===== src/rtl/stkptr_pkg.sv =====
package stkptr_pkg;

    // bit 1: thread bank select, bit 0: thread unprivileged
    typedef struct packed {
        logic use_proc;
        logic unpriv;
    } ctrl_t;

    typedef enum logic {
        BANK_MAIN = 1'b0,
        BANK_PROC = 1'b1
    } bank_e;

    typedef enum logic [1:0] {
        STK_HOLD,
        STK_PUSH,
        STK_POP,
        STK_LOAD
    } stk_op_e;

    localparam int NUM_BANKS = 2;

    function automatic stk_op_e stk_decode(input logic load, input logic push, input logic pop);
        if (load)              return STK_LOAD;
        else if (push && !pop) return STK_PUSH;
        else if (pop && !push) return STK_POP;
        else                   return STK_HOLD;
    endfunction

endpackage


===== src/rtl/stkptr_ctrl.sv =====
module stkptr_ctrl
    import stkptr_pkg::*;
(
    input  logic  clk,
    input  logic  rst,
    input  logic  handler_i,
    input  logic  exc_entry_i,
    input  logic  exc_return_i,
    input  logic  wr_en_i,
    input  ctrl_t wr_data_i,
    output bank_e bank_o,
    output logic  priv_o,
    output ctrl_t rd_o
);
    ctrl_t live_q, pend_q, live_d, pend_d;
    logic  accept;
    logic  thread_priv;

    assign thread_priv = !handler_i && !live_q.unpriv;
    assign accept      = wr_en_i && (handler_i || !live_q.unpriv);

    always_comb begin
        pend_d = pend_q;
        live_d = live_q;
        if (exc_entry_i) pend_d = live_q;
        if (accept)      pend_d = wr_data_i;
        if (thread_priv && wr_en_i) live_d = wr_data_i;
        if (exc_return_i) live_d = pend_d;
    end

    always_ff @(posedge clk) begin
        if (rst) begin
            live_q <= '0;
            pend_q <= '0;
        end else begin
            live_q <= live_d;
            pend_q <= pend_d;
        end
    end

    assign bank_o = (!handler_i && live_q.use_proc) ? BANK_PROC : BANK_MAIN;
    assign priv_o = handler_i || !live_q.unpriv;
    assign rd_o   = pend_q;


    no_unpriv_wr_chk: assert property (@(posedge clk) disable iff (rst)
        (!handler_i && live_q.unpriv && wr_en_i && !exc_entry_i && !exc_return_i)
        |=> ($stable(live_q) && $stable(pend_q)));


    no_early_commit_chk: assert property (@(posedge clk) disable iff (rst)
        (handler_i && !exc_return_i) |=> $stable(live_q));

endmodule


===== src/rtl/stkptr_regs.sv =====
module stkptr_regs
    import stkptr_pkg::*;
#(
    parameter int SP_W       = 32,
    parameter int WORD_BYTES = 4
) (
    input  logic            clk,
    input  logic            rst,
    input  logic [SP_W-1:0] reset_sp_i,
    input  bank_e           bank_i,
    input  logic            wr_en_i,
    input  logic [SP_W-1:0] wr_data_i,
    input  logic            push_i,
    input  logic            pop_i,
    output logic [SP_W-1:0] sp_o,
    output logic [SP_W-1:0] addr_o
);
    localparam int            ALIGN = $clog2(WORD_BYTES);
    localparam logic [SP_W-1:0] STEP = SP_W'(WORD_BYTES);
    localparam logic [SP_W-1:0] MASK = ~((SP_W'(1) << ALIGN) - SP_W'(1));

    stk_op_e         op;
    logic [SP_W-1:0] next_sp;
    logic [SP_W-1:0] bank_val [NUM_BANKS];

    assign op   = stk_decode(wr_en_i, push_i, pop_i);
    assign sp_o = bank_val[bank_i];

    always_comb begin
        unique case (op)
            STK_LOAD: next_sp = wr_data_i & MASK;
            STK_PUSH: next_sp = sp_o - STEP;
            STK_POP:  next_sp = sp_o + STEP;
            default:  next_sp = sp_o;
        endcase
    end

    assign addr_o = (op == STK_PUSH) ? sp_o - STEP : sp_o;

    for (genvar g = 0; g < NUM_BANKS; g++) begin : g_bank
        logic [SP_W-1:0] q;
        logic            sel;
        assign sel = (int'(bank_i) == g);
        always_ff @(posedge clk) begin
            if (rst)
                q <= (g == 0) ? (reset_sp_i & MASK) : '0;
            else if (sel)
                q <= next_sp;
        end
        assign bank_val[g] = q;
    end


    sp_align_chk: assert property (@(posedge clk) disable iff (rst)
        sp_o[ALIGN-1:0] == '0);


    push_step_chk: assert property (@(posedge clk) disable iff (rst)
        (push_i && !pop_i && !wr_en_i && bank_i == BANK_MAIN)
        |=> (bank_val[0] == $past(bank_val[0]) - STEP));


    load_wins_chk: assert property (@(posedge clk) disable iff (rst)
        (wr_en_i && bank_i == BANK_PROC)
        |=> (bank_val[1][SP_W-1:ALIGN] == $past(wr_data_i[SP_W-1:ALIGN])));


    hidden_bank_chk: assert property (@(posedge clk) disable iff (rst)
        (bank_i == BANK_MAIN) |=> $stable(bank_val[1]));

endmodule


===== src/rtl/stkptr_bank.sv =====
module stkptr_bank
    import stkptr_pkg::*;
#(
    parameter int SP_W       = 32,
    parameter int WORD_BYTES = 4
) (
    input  logic            clk,
    input  logic            rst,
    input  logic [SP_W-1:0] reset_sp_i,
    input  logic            handler_i,
    input  logic            exc_entry_i,
    input  logic            exc_return_i,
    input  logic            ctrl_wr_en_i,
    input  logic [1:0]      ctrl_wr_data_i,
    input  logic            sp_wr_en_i,
    input  logic [SP_W-1:0] sp_wr_data_i,
    input  logic            push_i,
    input  logic            pop_i,
    output logic [SP_W-1:0] sp_o,
    output logic [SP_W-1:0] stack_addr_o,
    output logic            priv_o,
    output logic [1:0]      ctrl_rd_o
);
    bank_e bank;
    ctrl_t rd;

    stkptr_ctrl u_ctrl (
        .clk          (clk),
        .rst          (rst),
        .handler_i    (handler_i),
        .exc_entry_i  (exc_entry_i),
        .exc_return_i (exc_return_i),
        .wr_en_i      (ctrl_wr_en_i),
        .wr_data_i    (ctrl_t'(ctrl_wr_data_i)),
        .bank_o       (bank),
        .priv_o       (priv_o),
        .rd_o         (rd)
    );

    stkptr_regs #(
        .SP_W       (SP_W),
        .WORD_BYTES (WORD_BYTES)
    ) u_regs (
        .clk        (clk),
        .rst        (rst),
        .reset_sp_i (reset_sp_i),
        .bank_i     (bank),
        .wr_en_i    (sp_wr_en_i),
        .wr_data_i  (sp_wr_data_i),
        .push_i     (push_i),
        .pop_i      (pop_i),
        .sp_o       (sp_o),
        .addr_o     (stack_addr_o)
    );

    assign ctrl_rd_o = rd;


    handler_priv_chk: assert property (@(posedge clk) disable iff (rst)
        handler_i |-> priv_o);


    handler_main_chk: assert property (@(posedge clk) disable iff (rst)
        handler_i |-> (bank == BANK_MAIN));

endmodule


===== config.mk =====
export PLATFORM = sky130hd
export DESIGN_NAME = stkptr_bank
export DESIGN_NICKNAME = d
export VERILOG_FILES = /design/src/rtl/stkptr_pkg.sv /design/src/rtl/stkptr_ctrl.sv /design/src/rtl/stkptr_regs.sv /design/src/rtl/stkptr_bank.sv
export SDC_FILE = /design/constraint.sdc
export NUM_CORES = 1
export LEC_CHECK = 0
export ABC_CLOCK_PERIOD_IN_PS = 9700
export CORE_UTILIZATION = 40
export CTS_CLUSTER_SIZE = 20
export DETAILED_ROUTE_END_ITERATION = 7
export DONT_BUFFER_PORTS = 1
export SETUP_SLACK_MARGIN = 0.05
export SYNTH_ARGS = -nofsm -noshare
export SYNTH_HDL_FRONTEND = slang
export SYNTH_SLANG_ARGS = --single-unit

===== constraint.sdc =====
create_clock -name clk -period 9.7 [get_ports clk]
set_clock_uncertainty 0.15 [all_clocks]
set_input_delay 1.94 -clock clk [delete_from_list [all_inputs] [get_ports clk]]
set_output_delay 1.94 -clock clk [all_outputs]
set_load 0.02 [all_outputs]

* After elaboration in Yosys (flattened, before gate mapping)
Cells that the tools add are included.
W data, S select, Z words.
** Operators by class
- Add/subtract/negate cells :: 2
- Multipliers :: 0
- Divide/modulo/power cells :: 0
- Magnitude comparators :: 1
- Equal/unequal tests :: 4
- Shifts and indexed selects :: 0
- Multiplexer cells :: 15
- Bitwise logic cells :: 1
- Reduce and logical (&&, ||, !) cells :: 12
** Operators with widths (number)
- $mux W32 :: 6
- $pmux W32 S3 :: 1
- $add A32 B3 Y32 const B :: 1
- $sub A32 B3 Y32 const B :: 1
- $mux W2 :: 7
- $logic_and A1 B1 Y1 :: 6
- $eq A2 B2 Y1 const B :: 2
- $logic_not A1 Y1 :: 4
- $eq A2 B1 Y1 const B :: 1
- $ge A2 B2 Y1 const B :: 1
- $ne A2 B2 Y1 const B :: 1
- $not A1 Y2 :: 1
- $reduce_bool A2 Y1 :: 1
- $logic_or A1 B1 Y1 :: 1
- $mux W1 :: 1
** Word-level totals
- Flip-flop bits (word level) :: 68
- Latch bits :: 0
- Memory bits (writable) :: 0
- Memory bits (read-only) :: 0
- Input bits :: 75
- Output and inout port bits :: 67
- Logic and storage cells :: 42
- Memories kept :: 0

* Depth between registers and ports, before layout
- Depth after elaboration :: 11
- Mapped depth :: 15
- Gate-level depth less buffers :: 10

* Cells and area by module
A second synthesis with hierarchy kept.
** Second synthesis, totals
- Cell total of the unflattened synthesis :: 746
- Area total of the unflattened synthesis :: 5911.9 um2
** Modules (own cells, without submodules)
- stkptr_regs :: instances 1, cells an instance 720, area an instance 5662.9 um2, sequential area each 1581.5 um2
- stkptr_ctrl :: instances 1, cells an instance 26, area an instance 249.0 um2, sequential area each 80.1 um2

* Worst setup path before layout
No wires, ideal clock.
- Path type :: input -> output
- Start point :: input port handler_i
- End point :: output port stack_addr_o[20]
- Arrival time :: 4.884 ns
- Required time :: 7.610 ns
- Path slack :: 2.726 ns
- Stages :: 15
- Buffers on the path :: 5
- Cell sequence :: nand2b_1 > buf_6 > buf_12 > buf_6 > buf_4 > buf_2 > mux2i_1 > ha_1 > nand4_2 > a211oi_4 > nand2_2 > nor2_1 > nand2_1 > nor2_1 > xor2_1
** On the way
- Longest elaborated chain between the ends :: 9
** RTL lines
- start, declared :: line stkptr_bank.sv:10 : input logic handler_i,
- $logic_not A1 Y1 (*) :: line stkptr_ctrl.sv:41 : assign bank_o = (!handler_i && live_q.use_proc) ? BANK_PROC : BANK_MAIN;
- $logic_and A1 B1 Y1 (*) :: line stkptr_ctrl.sv:41
- $mux W1 (*) :: line stkptr_ctrl.sv:41
- $not A1 Y2 (not written as such) (*) :: line stkptr_regs.sv:27 : assign sp_o = bank_val[bank_i];
- $mux W32 (not written as such) (*) (3 in series) :: line stkptr_regs.sv:27
- $sub A32 B3 Y32 :: line stkptr_regs.sv:38 : assign addr_o = (op == STK_PUSH) ? sp_o - STEP : sp_o;
- $mux W32 (*) :: line stkptr_regs.sv:38
- end, declared :: line stkptr_bank.sv:20 : output logic [SP_W-1:0] stack_addr_o,
Mark *: on every way between the ends. The rest lies on a longest branch, timed or not. The select of a mux whose other input is x is not followed.

* Final worst setup path
Ends and elaborated chain as after synthesis.

==> flow_metrics.py <==
metrics = {
    "die": {
        "die_w_um": 124,
        "rows": 44,
        "dieHeight_um": 124,
        "initial_core_util_pct": 41.1,
        "core_area_um2": 14600,
        "die_area_um2": 15500,
        "io_pins": 142,
    },
    "setup_path": {
        "crit_type": "in2out",
        "r2r_start": "u_ctrl.live_q[1]",
        "endpoint_kind": "output port",
        "cp.required_ns": 7.61,
        "ff2ff_setup_slack_ns": 5.25,
        "cp-start-kind": "primary input",
        "rr_endpoint": "u_regs.g_bank[0].q[22]",
        "r2r_cells": 10,
        "critPathMaxFanout": 49,
        "arrival_ns": 5.51,
    },
    "synth": {
        "syn_area_per_cell_um2": 7.77,
        "postSynth.asyncResetShare_pct": 0,
        "synth_area_leaders": "edfxtp_1, dfxtp_1, nand2_1, mux2i_1, xnor2_1",
        "synth_cell_type_count": 87,
        "ys.warnings.count": 0,
        "syn_area_um2": 5990,
        "synth_area_leader_cell": "edfxtp_1",
        "yosysSeqAreaShare_pct": 27.7,
        "synth_flop_cell": "dfxtp_1",
        "synth_cells": 771,
        "synth_top_cell_area_share_pct": 15.0,
        "synth_nets": 849,
        "synth-edff-count": 30,
        "ys_seq_elements": 68,
    },
    "global_routing": {
        "grt_pass1_vias": 5678,
        "grt_pass1_wl_mm": 33.2,
        "gr-total-overflow": 0,
        "antenna_found_initial": 0,
        "grt_start_max_net_pins": 55,
        "grt_usage_pct": 27.4,
    },
    "timing": {
        "fin_crit_ns": 7.60,
        "hold_viol_final": 0,
        "worst_pin_slew_ns": 1.14,
        "setup_ws_ns": 2.10,
        "slew_viol_final": 0,
        "finalSetupViolCount": 0,
        "min_period_over_period_pct": 78.3,
        "fmax_mhz": 132,
        "finalSetupTns_ns": 0,
        "rsz0062_at_grt": "false",
        "slew_headroom_pct": 23.8,
    },
    "placed_design": {
        "gp_congestion": 0.981,
        "place_hpwl_mm": 15.8,
        "numPortBuffers": 0,
        "placed_area_um2": 6080,
        "dp.cells": 921,
        "place_ws_ns": 2.17,
    },
    "detailed_routing": {
        "drtAntennaViolNets": 0,
        "via_per_inst": 6.40,
        "drt_iter0_drc": 700,
        "wl_mm": 21.6,
        "wl_per_cell_um": 23.0,
        "first_pass_iters": 5,
        "drc_errors": 0,
        "vias": 6000,
    },
    "cts": {
        "cts_sinks": 68,
        "cts_buffer_depth": 2,
        "cts_tree": "done",
        "cts_root_buffer": "clkbuf_16",
        "hold_buffers": 0,
        "cts_setup_buffers": 0,
        "cts.clk_slew.worst_paths_ns": 0.06,
        "cts_inserted_buffers": 9,
        "cts-htree-levels": 3,
        "cts_resized": 0,
        "clock_latency_ns": 0.35,
    },
    "power": {
        "pwr_density_cell_nw_per_um2": 157,
        "ir_worst_vdd_uv": 91.8,
        "p_leak_nw": 2.49,
    },
    "final_layout": {
        "n_antenna_cell": 0,
        "layout-drive-gt1-share_pct": 8.63,
        "final_area_um2": 6400,
        "mostFrequentLayoutCells": "nand2_1, nor2_1, o21ai_0, xnor2_1, mux2i_1",
        "layout_commonest_cell": "nand2_1",
        "register_area_um2": 1660,
        "nets": 826,
        "syn2layout_area_growth_pct": 6.85,
        "fin_cells": 937,
        "fin_util_pct": 43.9,
        "multiInputGateArea_um2": 4000,
        "nFillCells": 1496,
    },
    "status": {
        "outcome": "finished clean",
    },
    "min_path": {
        "hold_path_class": "reg2reg",
        "min_from": "u_regs.g_bank[0].q[1]",
        "holdPathEnd": "u_regs.g_bank[0].q[1]",
        "min_path_cells": 1,
    },
    "job": {
        "cap_viol_max_count": 0,
    },
}
==> cell families (layout without fill, tap and decap cells) <==
family | Yosys count | after routing | synth area share, %
adders and majority gates | 3 | 3 | 0.627
xor gates and xnor gates | 47 | 47 | 6.87
buffers and inverters | 75 | 57 | 5.72
muxes | 50 | 50 | 9.90
DFF | 68 | 68 | 27.7
and+or+nand+nor | 336 | 336 | 27.2
AOI/OAI and AO/OA | 192 | 192 | 21.9
==> cell usage after synthesis (all sizes together), types with 6 or more instances <==
master  count
clkbuf     31
nor3       27
edfxtp     30
xnor2      44
mux2i      48
inv        31
o31ai      13
nor2       80
dfxtp      38
a31oi      14
nand3      23
buf        13
a22o        6
and2       14
nand2     123
nand4      10
a21oi      37
nor4        8
a211oi     17
and3        9
or3        14
o21ai      53
==> power by group <==
part / internal (mW) / switching (mW)
registers: 0.325 / 0.0243
logic: 0.0912 / 0.219
clock network: 0.216 / 0.131
==> worst max path at each step <==
stage,startpoint,endpoint,slack [ns],cells after the start
2_1_floorplan,handler_i,stack_addr_o[20],2.73,15
3_3_place_gp,handler_i,stack_addr_o[20],2.21,10
3_5_place_dp,handler_i,stack_addr_o[20],2.17,10
4_1_cts,handler_i,stack_addr_o[20],2.16,10
5_1_grt,handler_i,stack_addr_o[20],1.92,10
6_report,handler_i,stack_addr_o[20],2.10,10
==> worst max-delay path: stages <==
cell and delay [ns]:
nand2b_4 0.62, mux2i_1 0.55, ha_1 0.39, nand4_2 0.16, a211oi_4 0.53, nand2_2 0.25
nor2_1 0.21, nand2_1 0.17, nor2_1 0.19, xor2_1 0.49
==> final cells by class <==
type                       instances  share of cell area (%)
multi-input combinational        628                    62.5
sequential                        68                    26.0
clock buffer                      14                    4.77
tap                              184                    3.60
inverter                          31                    1.86
timing repair buffer              10                    1.17
clock inverter                     2                   0.176
==> registers in the layout (all words and copies together) (netlist names) <==
register and cells:
u_ctrl.live_q 2, u_ctrl.rd_o 2, u_regs.g_bank.q 64
==> through the flow <==
step                      total power, mW  hold WS [ns]
final                                1.01         0.312
after global routing                 1.05         0.334
after CTS                            1.01         0.315
after floorplan                     0.596         0.280
after global placement              0.655         0.292
after detailed placement            0.659         0.296
==> per-layer routing <==
layer | share of wire (%) | GRT usage (%) | vias up
li1 | - | - | 2761
met1 | 44 | 37.0 | 2904
met2 | 46 | 42.4 | 290
met3 | 7.5 | 5.54 | 45
met4 | 2.8 | 11.6 | 0
met5 | 0 | 0 | -
(Power assumes the default switching activity.)
